$ cat src/rtl/smb_blkrd_pkg.sv
// Shared types and constants for the SMBus block-read target.
// Assumes 7-bit addressing and byte-wide transfers, as SMBus fixes them.
package smb_blkrd_pkg;

    localparam int          TGT_ADDR_W = 7;
    localparam logic [7:0]  CRC8_POLY  = 8'h07;

    // Engine states: receive, acknowledge, wait for repeated start,
    // transmit, wait for host acknowledge, wait for next falling clock.
    typedef enum logic [2:0] {
        ST_IDLE,
        ST_RX,
        ST_ACK,
        ST_WAIT_SR,
        ST_TX,
        ST_HACK,
        ST_NEXT
    } eng_state_e;

    // Which received byte is being taken in.
    typedef enum logic [1:0] {
        PH_ADDR_WR,
        PH_CMD,
        PH_ADDR_RD
    } rx_phase_e;

endpackage

$ cat src/rtl/smb_line_sync.sv
// Synchronizes the SMBus clock and data lines into the system clock
// domain and derives clock edges and start / stop conditions.
// Assumes STAGES >= 2 and a system clock at least 8x the bus clock.
module smb_line_sync #(
    parameter int STAGES = 2
) (
    input  logic clk,
    input  logic rst_n,
    input  logic scl_in,
    input  logic sda_in,
    output logic scl_s,
    output logic sda_s,
    output logic scl_rise,
    output logic scl_fall,
    output logic start_p,
    output logic stop_p
);

    logic [1:0] raw;
    logic [1:0] synced;
    logic       scl_q;
    logic       sda_q;

    assign raw = {scl_in, sda_in};

    generate
        for (genvar g = 0; g < 2; g++) begin : g_line
            logic [STAGES-1:0] chain;
            // Resynchronization chain; idle bus level is high.
            always_ff @(posedge clk) begin
                if (!rst_n) chain <= '1;
                else        chain <= {chain[STAGES-2:0], raw[g]};
            end
            assign synced[g] = chain[STAGES-1];
        end
    endgenerate

    assign scl_s = synced[1];
    assign sda_s = synced[0];

    // One-cycle history of both synchronized lines for edge detection.
    always_ff @(posedge clk) begin
        if (!rst_n) begin
            scl_q <= 1'b1;
            sda_q <= 1'b1;
        end else begin
            scl_q <= scl_s;
            sda_q <= sda_s;
        end
    end

    assign scl_rise = scl_s & ~scl_q;
    assign scl_fall = ~scl_s & scl_q;
    assign start_p  = scl_s & scl_q & sda_q & ~sda_s;
    assign stop_p   = scl_s & scl_q & ~sda_q & sda_s;

endmodule

$ cat src/rtl/smb_crc8.sv
// Bit-serial CRC-8 accumulator, MSB first, initial value zero.
// Assumes clr and en are never needed in the same cycle (clr wins).
module smb_crc8
    import smb_blkrd_pkg::*;
(
    input  logic       clk,
    input  logic       rst_n,
    input  logic       clr,
    input  logic       en,
    input  logic       din,
    output logic [7:0] crc
);

    logic fb;
    assign fb = crc[7] ^ din;

    // Shift one bus bit into the remainder.
    always_ff @(posedge clk) begin
        if (!rst_n || clr) crc <= 8'h00;
        else if (en)       crc <= {crc[6:0], 1'b0} ^ (fb ? CRC8_POLY : 8'h00);
    end

endmodule

$ cat src/rtl/smb_blkrd_target.sv
// SMBus target that answers one block-read transaction: write address,
// command CMD_CODE, repeated start, read address, then the count,
// NUM_BYTES buffer bytes and an optional CRC-8 byte.
// Assumes the host changes data only while the clock is low (except
// start / stop), a system clock at least 8x the bus clock, and a buffer
// whose rd_data follows rd_addr within the same cycle. NUM_BYTES <= 32.
module smb_blkrd_target
    import smb_blkrd_pkg::*;
#(
    parameter int         NUM_BYTES   = 32,
    parameter logic [7:0] CMD_CODE    = 8'hFD,
    parameter int         SYNC_STAGES = 2
) (
    input  logic                         clk,
    input  logic                         rst_n,
    input  logic                         scl_in,
    input  logic                         sda_in,
    output logic                         sda_oe,
    input  logic [TGT_ADDR_W-1:0]        own_addr,
    input  logic                         pec_en,
    output logic [$clog2(NUM_BYTES)-1:0] rd_addr,
    input  logic [7:0]                   rd_data
);

    localparam int         RA_W       = $clog2(NUM_BYTES);
    localparam int         IDX_W      = $clog2(NUM_BYTES + 3);
    localparam logic [7:0] COUNT_BYTE = 8'(NUM_BYTES);

    eng_state_e       state;
    rx_phase_e        phase;
    logic [7:0]       shreg;
    logic [3:0]       bitcnt;
    logic [IDX_W-1:0] idx;
    logic             pec_lat;
    logic             oe_q;

    logic             scl_s, sda_s, scl_rise, scl_fall, start_p, stop_p;
    logic             crc_clr, crc_en;
    logic [7:0]       crc_q;
    logic             rx_ok;
    logic [IDX_W-1:0] idx_final;
    logic [7:0]       next_byte;

    smb_line_sync #(.STAGES(SYNC_STAGES)) u_sync (
        .clk      (clk),
        .rst_n    (rst_n),
        .scl_in   (scl_in),
        .sda_in   (sda_in),
        .scl_s    (scl_s),
        .sda_s    (sda_s),
        .scl_rise (scl_rise),
        .scl_fall (scl_fall),
        .start_p  (start_p),
        .stop_p   (stop_p)
    );

    // CRC clears at an opening start and takes every byte bit on the bus.
    assign crc_clr = start_p && (state != ST_WAIT_SR);
    assign crc_en  = scl_rise && !start_p && !stop_p &&
                     (((state == ST_RX) && (bitcnt < 4'd8)) || (state == ST_TX));

    smb_crc8 u_crc (
        .clk   (clk),
        .rst_n (rst_n),
        .clr   (crc_clr),
        .en    (crc_en),
        .din   (sda_s),
        .crc   (crc_q)
    );

    // Decide whether the byte just received deserves an ACK.
    always_comb begin
        case (phase)
            PH_ADDR_WR: rx_ok = (shreg == {own_addr, 1'b0});
            PH_CMD:     rx_ok = (shreg == CMD_CODE);
            default:    rx_ok = (shreg == {own_addr, 1'b1});
        endcase
    end

    // Last byte index: count plus data, plus one when the CRC byte is on.
    assign idx_final = pec_lat ? IDX_W'(NUM_BYTES + 2) : IDX_W'(NUM_BYTES + 1);
    // Next outgoing byte: buffer data, then the CRC remainder.
    assign next_byte = (idx <= IDX_W'(NUM_BYTES)) ? rd_data : crc_q;
    assign rd_addr   = (idx == '0) ? '0 : RA_W'(idx - 1'b1);
    assign sda_oe    = oe_q;

    // Transaction engine: byte reception, acknowledge and transmission.
    always_ff @(posedge clk) begin
        if (!rst_n) begin
            state   <= ST_IDLE;
            phase   <= PH_ADDR_WR;
            shreg   <= 8'h00;
            bitcnt  <= 4'd0;
            idx     <= '0;
            pec_lat <= 1'b0;
            oe_q    <= 1'b0;
        end else if (stop_p) begin
            state <= ST_IDLE;
            oe_q  <= 1'b0;
        end else if (start_p) begin
            state  <= ST_RX;
            bitcnt <= 4'd0;
            idx    <= '0;
            oe_q   <= 1'b0;
            if (state == ST_WAIT_SR) begin
                phase <= PH_ADDR_RD;
            end else begin
                phase   <= PH_ADDR_WR;
                pec_lat <= pec_en;
            end
        end else begin
            case (state)
                ST_RX: begin
                    if (scl_rise && (bitcnt < 4'd8)) begin
                        shreg  <= {shreg[6:0], sda_s};
                        bitcnt <= bitcnt + 4'd1;
                    end else if (scl_fall && (bitcnt == 4'd8)) begin
                        if (rx_ok) begin
                            oe_q  <= 1'b1;
                            state <= ST_ACK;
                        end else begin
                            state <= ST_IDLE;
                        end
                    end
                end
                ST_ACK: begin
                    if (scl_fall) begin
                        case (phase)
                            PH_ADDR_WR: begin
                                phase  <= PH_CMD;
                                state  <= ST_RX;
                                bitcnt <= 4'd0;
                                oe_q   <= 1'b0;
                            end
                            PH_CMD: begin
                                state <= ST_WAIT_SR;
                                oe_q  <= 1'b0;
                            end
                            default: begin
                                state  <= ST_TX;
                                shreg  <= COUNT_BYTE;
                                oe_q   <= ~COUNT_BYTE[7];
                                idx    <= IDX_W'(1);
                                bitcnt <= 4'd0;
                            end
                        endcase
                    end
                end
                ST_TX: begin
                    if (scl_rise) begin
                        bitcnt <= bitcnt + 4'd1;
                    end else if (scl_fall) begin
                        if (bitcnt == 4'd8) begin
                            oe_q  <= 1'b0;
                            state <= ST_HACK;
                        end else begin
                            shreg <= {shreg[6:0], 1'b0};
                            oe_q  <= ~shreg[6];
                        end
                    end
                end
                ST_HACK: begin
                    if (scl_rise) begin
                        if (sda_s || (idx == idx_final)) state <= ST_IDLE;
                        else                             state <= ST_NEXT;
                    end
                end
                ST_NEXT: begin
                    if (scl_fall) begin
                        shreg  <= next_byte;
                        oe_q   <= ~next_byte[7];
                        idx    <= idx + 1'b1;
                        bitcnt <= 4'd0;
                        state  <= ST_TX;
                    end
                end
                default: ;
            endcase
        end
    end

    // drive changes only during the low clock phase.
    p_sda_low_phase_r11: assert property (@(posedge clk) disable iff (!rst_n)
        (oe_q != $past(oe_q)) |-> !scl_s);

    // a stop always leaves the line released.
    p_stop_release_r10: assert property (@(posedge clk) disable iff (!rst_n)
        stop_p |=> !oe_q);

    // opening start clears the CRC remainder.
    p_crc_open_clear_r12: assert property (@(posedge clk) disable iff (!rst_n)
        (start_p && (state != ST_WAIT_SR)) |=> (crc_q == 8'h00));

    // refused or finished transactions never drive the line.
    p_idle_silent_r9: assert property (@(posedge clk) disable iff (!rst_n)
        (state == ST_IDLE) |-> !oe_q);

    // the first transmitted byte is the count.
    p_count_first_r5: assert property (@(posedge clk) disable iff (!rst_n)
        ((state == ST_TX) && ($past(state) == ST_ACK)) |-> (shreg == COUNT_BYTE));

endmodule

$ cat config.mk
export PLATFORM = sky130hd
export DESIGN_NAME = smb_blkrd_target
export DESIGN_NICKNAME = d
export VERILOG_FILES = /design/src/rtl/smb_blkrd_pkg.sv /design/src/rtl/smb_line_sync.sv /design/src/rtl/smb_crc8.sv /design/src/rtl/smb_blkrd_target.sv
export SDC_FILE = /design/constraint.sdc
export NUM_CORES = 1
export LEC_CHECK = 0
export BUFFER_PORTS_ARGS = -buffer_cell sky130_fd_sc_hd__clkbuf_2
export CORE_UTILIZATION = 50
export CTS_BUF_LIST = sky130_fd_sc_hd__clkbuf_2
export DETAILED_ROUTE_END_ITERATION = 16
export GPL_TIMING_DRIVEN = 0
export PLACE_DENSITY_LB_ADDON = 0.3
export SYNTH_ARGS = -nofsm -noshare
export SYNTH_HDL_FRONTEND = slang
export SYNTH_SLANG_ARGS = --single-unit
$ cat constraint.sdc
create_clock -name clk -period 2.8 [get_ports clk]
set_clock_uncertainty 0.2 [all_clocks]
set_input_delay 0.28 -clock clk [delete_from_list [all_inputs] [get_ports clk]]
set_output_delay 0.28 -clock clk [all_outputs]
set_load 0.05 [all_outputs]
==> key figures <==
Setup path
  • Cell family with most CP delay: simple AND/OR/NAND/NOR gates
  • Crit path buffers/inverters: 3
  • Worst EP required: 2320 ps
  • Crit. End Element: output port
  • Arr. time, crit path: 2150 ps
  • Worst path cell trace: inv_1 -> ha_1 -> or4b_4 -> buf_6 -> nor2_2 -> nor2_1 -> clkbuf_4
  • Worst stage delay on the critical path: 450 ps
  • Crit-path max FO: 8
  • Critical-path top delay cell: or4b_4
  • Critical path startpoint category: register
  • Critical path class: reg -> out

Timing
  • Hold Violations, Final: 0
  • Final setup vio count: 0
  • Max Freq: 380 MHz
  • Slew margin rel.: 0.647
  • Worst Hold Slack: 61.4 ps
  • Final worst slack: 169 ps
  • Fin crit period: 2630 ps
  • Setup TNS: 0 ps
  • Fin. max-slew vios: 0
  • RSZ-0062 raised after global routing: no
  • Tcrit/Tclk final: 0.940
  • Slew @ Worst Pin: 530 ps

Routing
  • Via count: 2376
  • DRT iter0 DRCs: 153
  • Routed Antenna Nets: 0
  • WL/cell: 14.6 um
  • Final WL: 6030 um
  • DR vias/cell: 5.74
  • DRT Pass-1 Iters: 4
  • DRC viols: 0

Synthesis
  • Asr flop ratio synth: 0
  • Top cell type's share of synthesized area: 0.315
  • Mux cell area share after synthesis: 0.0454
  • Yosys top cell by area: dfxtp_1
  • Main combinational cell family by area after synthesis: simple AND/OR/NAND/NOR gates
  • Post-Syn Nets: 336
  • Register area share after synthesis: 0.315
  • Synthesized area: 0.00248 mm2
  • Number of synthesized flops with an enable pin: 0
  • Number of distinct library cells after synthesis: 61
  • Simple-gate share of the synthesized area: 0.283
  • Post-Syn Area per Cell: 7.98 um2
  • Main flop type after synthesis: dfxtp_1
  • #FFs+latches synth: 39
  • Synth warnings: 0
  • Synth Instances: 311
  • Post-Synth XOR/XNOR Area: 0.0353
  • Top post-synthesis cells by area: dfxtp_1 (31%), a21oi_1 (6.9%), nand2_1 (4.2%), nor2_1 (4.1%), mux2i_1 (3.6%)
  • Complex-gate fraction of the synthesized area: 0.232
  • Post-Synth Adder-Cell Area: 0.0252

Place
  • Dpl ws: 283 ps
  • Final GP Congestion: 0.818
  • Dpl hpwl: 4350 um
  • Post-DP Area: 0.00269 mm2
  • PortBufs: 25

CTS
  • CTS Buffer Depth: 2
  • Htree depth: 2
  • CTS clk-pin slew, worst paths: 230 ps
  • Root Buffer: clkbuf_2
  • Total clock sinks: 39
  • Clock buffer count from CTS: 5
  • TritonCTS clock tree: yes
  • Worst-Skew Late Latency: 430 ps

Status
  • Status: finished clean

Floorplan
  • Die H: 72.4 um
  • Row count: 25
  • Core area: 0.00475 mm2
  • Die width: 72.4 um
  • Starting Density: 0.522
  • Die ar.: 0.00525 mm2
  • Top-Level Pins: 26

Layout
  • Synth-to-Final Area Change: 13.5%
  • # diodes: 0
  • Share of cells above drive strength 1: 0.170
  • Most frequent cells in the layout: dfxtp_1 (38), a21oi_1 (34), nand2_1 (28)
  • Commonest non-fill, non-tap cell in the layout: dfxtp_1
  • Final instance area: 0.00282 mm2
  • Final Net Count: 371
  • Filler Cell Count: 457

Global route
  • Initial antenna violation count: 0
  • Vias in the first global route: 2104
  • GRT Resource Usage Total: 0.248
  • GRT overflow: 0
  • First-pass GRT wire length: 10200 um
  • Largest net degree at the start of global routing: 15

Flow run
  • Max Cap Viol: 0

Hold path
  • Worst Hold Class: in -> reg

Power and ir drop
  • Max VDD drop: 0.327 mV
  • PwrDens: 394 mW/mm2
  • Tot Pwr: 1.11 mW
  • Pleak: 1.10 nW
-- power breakdown --
group          leakage [nW]  internal (mW)  switching [mW]  total [mW]
Clock                0.0436          0.156           0.223       0.380
Sequential            0.316          0.568          0.0119       0.580
Combinational         0.741         0.0608          0.0885       0.149
-- layout make-up --
type,count,area (um2),share of cell area
well taps,67,83.8,0.0298
clock buffers,5,25.0,0.00889
inverters,10,37.5,0.0133
flip-flops and latches,39,782,0.278
repair buffers,29,178,0.0631
plain buffers,20,119,0.0422
multi-input cells,241,1540,0.548
clock inverters,3,47.5,0.0169
-- routing by layer --
layer  part of all wire  track usage
met1               0.47        0.351
met3              0.058       0.0528
met4              0.024       0.0741
met2               0.45        0.377
met5                  0            0
-- worst register-to-register path, cell delays in order, from the launching register on --
cell and delay (ps):
dfxtp_1 430, inv_1 100, ha_1 140, or4b_4 450
buf_6 160, nand2_8 90, mux2_1 340, o221ai_1 150
o21ai_1 90, and2_1 160
-- cells in the mapped netlist, types with 2 or more instances --
master / instances
buf_4: 2
o31ai_1: 2
a31oi_1: 4
and2_1: 4
buf_6: 4
buf_2: 5
nand2b_1: 13
nand3_1: 17
o21ai_1: 4
inv_1: 10
o32a_1: 2
a21oi_1: 34
o21ai_0: 16
nor2_1: 27
dfxtp_1: 39
a22oi_1: 3
o22ai_1: 2
nand2_1: 28
nor3_1: 5
nand4_1: 3
nand4b_1: 2
nand3b_1: 3
mux2i_1: 9
clkbuf_1: 10
o21a_1: 2
and3_1: 3
nor2b_1: 8
a21boi_0: 2
ha_1: 5
xor2_1: 5
and3b_1: 3
xnor2_1: 5
nor4_1: 2
-- metrics by stage --
step / instances / utilization
floorplan: 311 / -
global placement: 403 / 0.566
detailed placement: 403 / 0.566
CTS: 414 / 0.592
global route: 414 / 0.592
finish: 414 / 0.592
-- registers in the layout (all words and copies together), names as in the netlist --
register,count
bitcnt,4
idx,6
pec_lat,1
phase,2
sda_oe,1
shreg,8
state,3
u_crc.crc,8
u_sync.g_line.chain,4
u_sync.scl_q,1
u_sync.sda_q,1
-- final timing paths --
check / slack [ps] / to / startpoint / cells past startpoint
worst max-delay path: 170 / rd_addr[4] / idx[1] / 7
worst min-delay path: 60 / shreg[1] / rd_data[1] / 5
worst max register to register: 430 / shreg[5] / idx[1] / 9
worst min register to register: 240 / u_sync.g_line[1].chain[1] / u_sync.g_line[1].chain[0] / 1
-- cells by family after synthesis --
kind of cell               Yosys count
DFF                                 39
xor gates and xnor gates            10
buffers and inverters               31
and+or+nand+nor                    128
AOI/OAI and AO/OA                   87
adders and majority gates            5
muxes                               11
-- timing repair --
action	in CTS	in global routing
pin swaps	0	0
gates resized for setup	6	1
endpoints found under the setup margin	5	5
setup buffers	0	0
endpoints found under the hold margin	7	0
hold buffers	4	0
Note: power is estimated with default switching activity, not from simulation.
